===== src/rtl/ovr_mon_pkg.sv =====
package ovr_mon_pkg;

   typedef enum logic [1:0] {
      RNG_NORMAL = 2'd0,
      RNG_OVER   = 2'd1,
      RNG_SAT    = 2'd2
   } rng_e;

   typedef struct packed {
      rng_e cls;
      logic neg;
   } rng_t;

endpackage


===== src/rtl/ovr_density_win.sv =====
module ovr_density_win #(
   parameter int WIN_BITS = 256,
   parameter int CW       = $clog2(WIN_BITS + 1)
) (
   input  logic          clk,
   input  logic          rst_n,
   input  logic          bit_i,
   input  logic          vld_i,
   output logic [CW-1:0] ones_o,
   output logic          full_o
);

   localparam logic [CW-1:0] WIN_CNT = CW'(WIN_BITS);

   logic [WIN_BITS-1:0] tap_q;
   logic [CW-1:0]       ones_q;
   logic [CW-1:0]       fill_q;
   logic                oldest;

   // bit leaving the window; zero until the window has wrapped once
   assign oldest = tap_q[WIN_BITS-1];

   always_ff @(posedge clk or negedge rst_n) begin
      if (!rst_n) begin
         tap_q <= '0;
      end else if (vld_i) begin
         tap_q <= {tap_q[WIN_BITS-2:0], bit_i};
      end
   end

   always_ff @(posedge clk or negedge rst_n) begin
      if (!rst_n) begin
         ones_q <= '0;
      end else if (vld_i) begin
         ones_q <= ones_q + CW'(bit_i) - CW'(oldest);
      end
   end

   always_ff @(posedge clk or negedge rst_n) begin
      if (!rst_n) begin
         fill_q <= '0;
      end else if (vld_i && (fill_q != WIN_CNT)) begin
         fill_q <= fill_q + 1'b1;
      end
   end

   assign ones_o = ones_q;
   assign full_o = (fill_q == WIN_CNT);

endmodule


===== src/rtl/ovr_range_class.sv =====
module ovr_range_class
   import ovr_mon_pkg::*;
#(
   parameter int WIN_BITS = 256,
   parameter int CW       = $clog2(WIN_BITS + 1),
   parameter int HI_LIM   = 230,
   parameter int LO_LIM   = 25
) (
   input  logic [CW-1:0] ones_i,
   input  logic          full_i,
   output rng_t          rng_o
);

   localparam logic [CW-1:0] ALL_ONES = CW'(WIN_BITS);
   localparam logic [CW-1:0] HI_CMP   = CW'(HI_LIM);
   localparam logic [CW-1:0] LO_CMP   = CW'(LO_LIM);

   always_comb begin
      rng_o.cls = RNG_NORMAL;
      rng_o.neg = 1'b0;
      if (full_i) begin
         if (ones_i == '0) begin
            rng_o.cls = RNG_SAT;
            rng_o.neg = 1'b1;
         end else if (ones_i == ALL_ONES) begin
            rng_o.cls = RNG_SAT;
         end else if (ones_i > HI_CMP) begin
            rng_o.cls = RNG_OVER;
         end else if (ones_i < LO_CMP) begin
            rng_o.cls = RNG_OVER;
            rng_o.neg = 1'b1;
         end
      end
   end

endmodule


===== src/rtl/ovr_settle_cnt.sv =====
module ovr_settle_cnt #(
   parameter int LIN_READS = 31,
   parameter int SET_READS = 62
) (
   input  logic clk,
   input  logic rst_n,
   input  logic hold_i,
   input  logic rd_i,
   output logic lin_o,
   output logic settled_o
);

   localparam int SW = $clog2(SET_READS + 1);
   localparam logic [SW-1:0] LIN_CNT = SW'(LIN_READS);
   localparam logic [SW-1:0] SET_CNT = SW'(SET_READS);

   logic [SW-1:0] rd_cnt_q;

   always_ff @(posedge clk or negedge rst_n) begin
      if (!rst_n) begin
         rd_cnt_q <= '0;
      end else if (hold_i) begin
         rd_cnt_q <= '0;
      end else if (rd_i && (rd_cnt_q != SET_CNT)) begin
         rd_cnt_q <= rd_cnt_q + 1'b1;
      end
   end

   // an overload masks the flags in the same cycle the counter is cleared
   assign lin_o     = !hold_i && (rd_cnt_q >= LIN_CNT);
   assign settled_o = !hold_i && (rd_cnt_q >= SET_CNT);

endmodule


===== src/rtl/mod_ovr_monitor.sv =====
module mod_ovr_monitor
   import ovr_mon_pkg::*;
#(
   parameter int WIN_BITS  = 256,
   parameter int HI_PCT    = 90,
   parameter int LO_PCT    = 10,
   parameter int LIN_READS = 31,
   parameter int SET_READS = 62
) (
   input  logic clk,
   input  logic rst_n,
   input  logic bit_i,
   input  logic bit_vld_i,
   input  logic rd_stb_i,
   output logic ovr_o,
   output logic sat_o,
   output logic ovr_neg_o,
   output logic lin_o,
   output logic settled_o
);

   localparam int CW     = $clog2(WIN_BITS + 1);
   localparam int HI_LIM = (WIN_BITS * HI_PCT) / 100;
   localparam int LO_LIM = (WIN_BITS * LO_PCT) / 100;

   generate
      if (WIN_BITS < 8) begin : g_bad_win
         $error("WIN_BITS must be at least 8");
      end
      if ((HI_PCT >= 100) || (LO_PCT <= 0) || (LO_PCT >= HI_PCT)) begin : g_bad_pct
         $error("thresholds need 0 < LO_PCT < HI_PCT < 100");
      end
      if ((LO_LIM < 1) || (HI_LIM >= WIN_BITS)) begin : g_bad_lim
         $error("window too short to separate overdrive from saturation");
      end
      if ((LIN_READS < 1) || (SET_READS <= LIN_READS)) begin : g_bad_reads
         $error("need 0 < LIN_READS < SET_READS");
      end
   endgenerate

   logic [CW-1:0] ones;
   logic          full;
   rng_t          rng;
   logic          hold;

   ovr_density_win #(
      .WIN_BITS (WIN_BITS),
      .CW       (CW)
   ) u_win (
      .clk    (clk),
      .rst_n  (rst_n),
      .bit_i  (bit_i),
      .vld_i  (bit_vld_i),
      .ones_o (ones),
      .full_o (full)
   );

   ovr_range_class #(
      .WIN_BITS (WIN_BITS),
      .CW       (CW),
      .HI_LIM   (HI_LIM),
      .LO_LIM   (LO_LIM)
   ) u_cls (
      .ones_i (ones),
      .full_i (full),
      .rng_o  (rng)
   );

   assign hold = (rng.cls != RNG_NORMAL);

   ovr_settle_cnt #(
      .LIN_READS (LIN_READS),
      .SET_READS (SET_READS)
   ) u_settle (
      .clk       (clk),
      .rst_n     (rst_n),
      .hold_i    (hold),
      .rd_i      (rd_stb_i),
      .lin_o     (lin_o),
      .settled_o (settled_o)
   );

   assign ovr_o     = (rng.cls == RNG_OVER);
   assign sat_o     = (rng.cls == RNG_SAT);
   assign ovr_neg_o = rng.neg;

endmodule


===== config.mk =====
export PLATFORM = sky130hd
export DESIGN_NAME = mod_ovr_monitor
export DESIGN_NICKNAME = d
export VERILOG_FILES = /design/src/rtl/ovr_mon_pkg.sv /design/src/rtl/ovr_density_win.sv /design/src/rtl/ovr_range_class.sv /design/src/rtl/ovr_settle_cnt.sv /design/src/rtl/mod_ovr_monitor.sv
export SDC_FILE = /design/constraint.sdc
export NUM_CORES = 1
export LEC_CHECK = 0
export ABC_AREA = 1
export BUFFER_PORTS_ARGS = -buffer_cell sky130_fd_sc_hd__buf_2
export CORE_UTILIZATION = 65
export CTS_CLUSTER_DIAMETER = 80
export DETAILED_ROUTE_END_ITERATION = 8
export PLACE_DENSITY_LB_ADDON = 0.25
export SYNTH_ARGS = -nofsm -noshare
export SYNTH_HDL_FRONTEND = slang
export SYNTH_SLANG_ARGS = --single-unit

===== constraint.sdc =====
create_clock -name clk -period 3.1 [get_ports clk]
set_clock_uncertainty 0.05 [all_clocks]
set_input_delay 0 -clock clk [delete_from_list [all_inputs] [get_ports clk]]
set_output_delay 0 -clock clk [all_outputs]
set_load 0.01 [all_outputs]

; ---- Yosys cells after proc, flatten, opt, wreduce, memory -nomap -nowiden
; Cells that the tools add are included.
[word_totals]
ff_bits = 280
input_bits = 5
out_inout_bits = 5
[op_classes]
addsub = 4
magnitude_cmp = 4
n_eq_ne = 6
mux = 9
reduce_logical = 8
[op_table]
columns = cell, n
row1 = "9-bit == test, second input constant", 2
row2 = 6-bit two-way mux, 2
row3 = 9-bit by 1-bit adder with 9-bit output, 1
row4 = "9-bit by 1-bit adder with 9-bit output, second input constant", 1
row5 = "9-bit by 8-bit greater-than comparator with 1-bit output, second input constant", 1
row6 = 9-bit zero test, 1
row7 = "9-bit by 5-bit less-than comparator with 1-bit output, second input constant", 1
row8 = "9-bit != test, second input constant", 1
row9 = 9-bit by 1-bit subtractor with 9-bit output, 1
row10 = "6-bit by 1-bit adder with 6-bit output, second input constant", 1
row11 = "6-bit by 5-bit >= comparator with 1-bit output, second input constant", 1
row12 = "6-bit >= comparator, second input constant", 1
row13 = 2-bit two-way mux, 3
row14 = 3-bit two-way mux, 2
row15 = "6-bit != test, second input constant", 1
row16 = 1-bit logical AND, 4
row17 = 2-bit nonzero test, 2
row18 = "2-bit by 1-bit == test with 1-bit output, second input constant", 1
row19 = "2-bit == test, second input constant", 1
row20 = 1-bit two-way mux, 2
row21 = 1-bit zero test, 1

; ---- Logic depth before layout (Yosys ltp)
[logic_depth]
depth_word = 9
mapped_depth = 12

; ---- Cells and area by module
; Synthesis repeated with hierarchy kept, for this count alone.
[unflattened]
hier_cells = 1219
area_unflattened_um2 = 11382.2
[by_module_without_submodules]
columns = module, instances, cells_per_inst, area_per_inst_um2, seq_area_each_um2
row1 = ovr_density_win, 1, 1133, 10819.1, 6856.6
row2 = ovr_settle_cnt, 1, 55, 422.9, 150.1
row3 = ovr_range_class, 1, 26, 121.4, 0.0
row4 = mod_ovr_monitor, 1, 5, 18.8, 0.0

; ---- Worst setup path after synthesis
; OpenSTA, ideal clock, no wires.
[synth_timing]
kind = register to register
startpoint = register u_win.ones_q[0], in the netlist u_win.ones_o[0]
endpoint = register u_win.ones_q[8], in the netlist u_win.ones_o[8]
arrival_ns = 1.728
setup_slack_ns = 1.205
stages_incl_launch_ff = 12
cell_sequence = dfrtp_1 inv_1 ha_1 inv_1 ha_1 fa_1 nand3_1 nand2_1 nand2_1 nand3_1 nand3_1 nand2_1
[synth_between]
elab_chain_len = 2
[synth_lines]
columns = item, line
row1 = "start, declared", ovr_density_win.sv:16  ; logic [CW-1:0] ones_q;
row2 = "start signal, assigned", ovr_density_win.sv:35  ; ones_q <= ones_q + CW'(bit_i) - CW'(oldest);
row3 = 9-bit by 1-bit adder with 9-bit output, ovr_density_win.sv:35
row4 = 9-bit by 1-bit subtractor with 9-bit output, ovr_density_win.sv:35
; No other way between the ends.
; A chain may end at the register's enable or synchronous reset.

; ---- Worst setup path in the final report
[layout_timing]
startpoint = register u_win.ones_q[1], in the netlist u_win.ones_o[1]
endpoint = output lin_o
[layout_between]
elab_chain_len = 9
[layout_lines]
columns = item, line
row1 = 9-bit by 5-bit less-than comparator with 1-bit output, ovr_range_class.sv:29  ; end else if (ones_i < LO_CMP) begin
row2 = 2-bit two-way mux, ovr_range_class.sv:29
row3 = 2-bit two-way mux, ovr_range_class.sv:27  ; end else if (ones_i > HI_CMP) begin
row4 = 2-bit two-way mux, ovr_range_class.sv:25  ; end else if (ones_i == ALL_ONES) begin
row5 = 3-bit two-way mux *, ovr_range_class.sv:22  ; if (ones_i == '0) begin
row6 = 3-bit two-way mux *, ovr_range_class.sv:21  ; if (full_i) begin
row7 = 2-bit nonzero test *, mod_ovr_monitor.sv:69  ; assign hold = (rng.cls != RNG_NORMAL);
row8 = 1-bit zero test *, ovr_settle_cnt.sv:30  ; assign lin_o = !hold_i && (rd_cnt_q >= LIN_CNT);
row9 = 1-bit logical AND *, ovr_settle_cnt.sv:30
row10 = "end, declared", mod_ovr_monitor.sv:18  ; output logic lin_o,
; Mark *: on every way between the ends. The rest lies on a longest branch, timed or not.

==> summary.md <==
| Metric | Value |
|---|---|
| Hold crit path type | `in -> async` |
| Num CTS Buffers | `27` |
| Sequential area share after synthesis | `60.9%` |
| Core area | `17300 um^2` |
| Yosys cell types | `31` |
| Yosys top cell by area | `dfrtp_1` |
| Post-route ant nets | `0` |
| Ant. Diodes | `0` |
| Vias per inst | `5.16` |
| FF+latch count, synth | `280` |
| Top cell type's share of synthesized area | `60.9%` |
| CTS tree | `done` |
| Combinational family with the most area after synthesis | `simple AND/OR/NAND/NOR gates` |
| Max transition margin | `51.5%` |
| RSZ-0062 raised after global routing | `no` |
| GRT Util Overall | `22.1%` |
| Setup slack, reg-to-reg | `980 ps` |
| Status | `completed` |
| Startpoint types | `flip-flop` |
| Iter 0 DRT Violations | `526` |
| Max-Cap Viols | `0` |
| Synth Cell Area | `11500 um^2` |
| Final hold vios | `0` |
| Synth top area cells | `dfrtp_1, nand2_1, o21ai_0` |
| Root buffer cell | `clkbuf_16` |
| Min Tclk post-route | `2230 ps` |
| Synth Area in Adders | `3.22%` |
| YS warnings | `0` |
| Final period utilization | `72.0%` |
| H-tree depth | `1` |
| Wire per inst | `12.6 um` |
| Ratio of cells with drive above 1 in the final layout | `6.31%` |
| Post-synthesis mux area share | `0%` |
| Crit path max fanout | `7` |
| Crit. End Element | `output pin` |
| # port buffers | `9` |
| PwrDens | `787 nW/um^2` |
| Post_cts resized | `0` |
| Initial Util | `66.5%` |
| Worst EP required | `3050 ps` |
| Post-synth EDFFs | `0` |
| Avg Cell Area, Syn | `9.40 um^2` |
| Post-synth top cells | `nand2_1, dfrtp_1, o21ai_0` |
| Count of pins over their slew limit | `0` |
| Postcts setup bufs | `0` |
| Synthesized Nets | `1257` |
| Area Growth Syn to Fin | `8.60%` |
| Die footprint | `18200 um^2` |
| Drt drc | `0` |
| TNS Setup | `0 ps` |
| Leakage power | `5.97 nW` |
| Grt ovf | `0` |
| Synth Area in Simple Gates | `13.5%` |
| WS Path Type | `reg -> out` |
| Post-CTS Hold Buffers | `5` |
| CP cell instances | `inv_1, ha_1, nand2_1, nand2_1, nand2_1, nand2_1, nand3_1, nand2_1, nand2_2, nor2_1, buf_2` |
| Post-synthesis xor/xnor area fraction | `0.686%` |
| Row count | `48` |
| Worst Reg-to-Reg Cells | `11` |
| I/O pin count | `10` |
| Most frequent cell on the critical path | `nand2_1` |
| Drt first pass iters | `6` |
| Final Util | `72.2%` |
| Post-route cell area | `12500 um^2` |
| Total Wirelength | `18.4 mm` |
| Top_reg_cell synth | `dfrtp_1` |
| Max Freq | `448 MHz` |
| Clock Path Buffers | `3` |
| Complex-gate fraction of the synthesized area | `12.6%` |
| Max VDD drop | `569 uV` |
| Worst-path clk slew | `70 ps` |
| CTS Sinks | `280` |
| Slew @ Worst Pin | `728 ps` |
| Routability cong. | `0.836` |
| Final HPWL DP | `10.7 mm` |
| Post-Syn Instances | `1223` |
| DIE HEIGHT | `135 um` |
| Routed via count | `7536` |
| Placed cell area | `11600 um^2` |
| Clk_lat worst skew | `530 ps` |
| Setup violations, final | `0` |
| Most frequent cell after synthesis | `nand2_1` |
| FFs w/ async S/R, synth | `100%` |
| Die Wd | `135 um` |
| Vias in the first global route | `7655` |
| Largest net degree at the start of global routing | `125` |
| Max incr delay on CP | `410 ps` |
| Critical path's slowest cell | `dfrtp_1` |
| Data arrival time of the worst path | `2180 ps` |
| Number of nets in the layout | `1251` |
| First-pass GRT wire length | `33.4 mm` |
| Initial antenna violation count | `0` |
-- logic make-up after synthesis --
| logic type | Yosys count |
|---|---|
| xor+xnor | 9 |
| fa+ha+maj | 29 |
| simple gates | 387 |
| compound gates | 282 |
| flops | 280 |
| buf+inv | 236 |
-- worst paths after layout --
check	from	endpoint
setup / recovery	u_win.ones_o[1]	lin_o
hold / removal	rst_n	u_settle.rd_cnt_q[0]
setup reg to reg	u_win.ones_o[0]	u_win.ones_o[6]
hold reg to reg	u_win.tap_q[176]	u_win.tap_q[177]
max in group asynchronous	rst_n	u_win.tap_q[111]
min in group clk	bit_i	u_win.ones_o[0]
-- flip-flops by register name, summed over array words and instances, names as in the netlist --
signal / count
u_settle.rd_cnt_q: 6
u_win.fill_q: 9
u_win.ones_o: 9
u_win.tap_q: 256
-- where the power goes --
part	switching, mW	internal [mW]	total, mW	leakage [nW]
registers	0.368	4.33	4.70	3.67
clock network	1.32	1.87	3.19	0.425
logic	1.25	0.695	1.94	1.87
-- worst max-delay path, delay by kind of cell, from the launching register on --
family                     cells  cell delay (ps)
adders and majority gates      1              200
buffers and inverters          2              370
DFF                            1              410
and+or+nand+nor                8              690
-- per-stage QoR --
| step | total power [mW] | hold slack (ps) | std cells | worst slack (ps) |
|---|---|---|---|---|
| detailed placement | 6.67 | 37.6 | 1408 | 1010 |
| finish | 9.83 | 42.0 | 1461 | 869 |
| global route | 10.5 | 123 | 1461 | 663 |
| floorplan | 6.17 | -346 | 1223 | 1200 |
| CTS | 9.93 | 67.9 | 1461 | 847 |
| global placement | 6.57 | 36.6 | 1408 | 1110 |
-- cell usage in the layout, fill, tap and decap left out --
cell type	netlist	final
o21bai_1	1	1
inv_6	0	2
xor2_1	8	8
nand2_1	322	322
clkinv_2	0	4
bufinv_16	0	2
buf_6	13	1
o21ai_0	239	239
ha_1	28	28
nor3_1	2	2
buf_8	0	1
nand3_1	17	17
nand4_2	1	1
nand2_2	7	7
o21ai_4	1	1
nand3_2	1	1
xnor2_1	1	1
a31oi_1	1	1
clkinv_4	0	1
nor2_1	28	28
dfrtp_1	280	280
o211ai_1	1	1
dlygate4sd3_1	0	5
clkbuf_1	24	9
clkbuf_16	0	27
buf_4	14	7
inv_1	172	172
o22ai_1	2	2
clkbuf_8	0	4
fa_1	1	1
nand4_1	7	7
and2_1	1	1
inv_2	4	4
nand4_4	1	1
o21ai_1	25	25
buf_12	0	3
o21ai_2	4	4
a21oi_1	8	8
buf_2	8	7
-- area by class of cell --
| type | count | area, um^2 |
|---|---|---|
| Sequential cell | 280 | 7010 |
| Fill cell | 1255 | 4810 |
| Multi-Input combinational cell | 707 | 3440 |
| Clock buffer | 40 | 764 |
| Inverter | 177 | 669 |
| Tap cell | 225 | 282 |
| Timing Repair Buffer | 24 | 224 |
| Clock inverter | 8 | 97.6 |
-- layer usage --
| layer | track usage (%) | vias to the layer above | share of wire (%) |
|---|---|---|---|
| met1 | 29.1 | 3616 | 48 |
| met2 | 38.8 | 89 | 48 |
| li1 | - | 3803 | - |
| met3 | 2.97 | 28 | 2.7 |
| met5 | 0 | - | 0 |
| met4 | 5.68 | 0 | 2.0 |
Power figures use the tool's default switching activity.
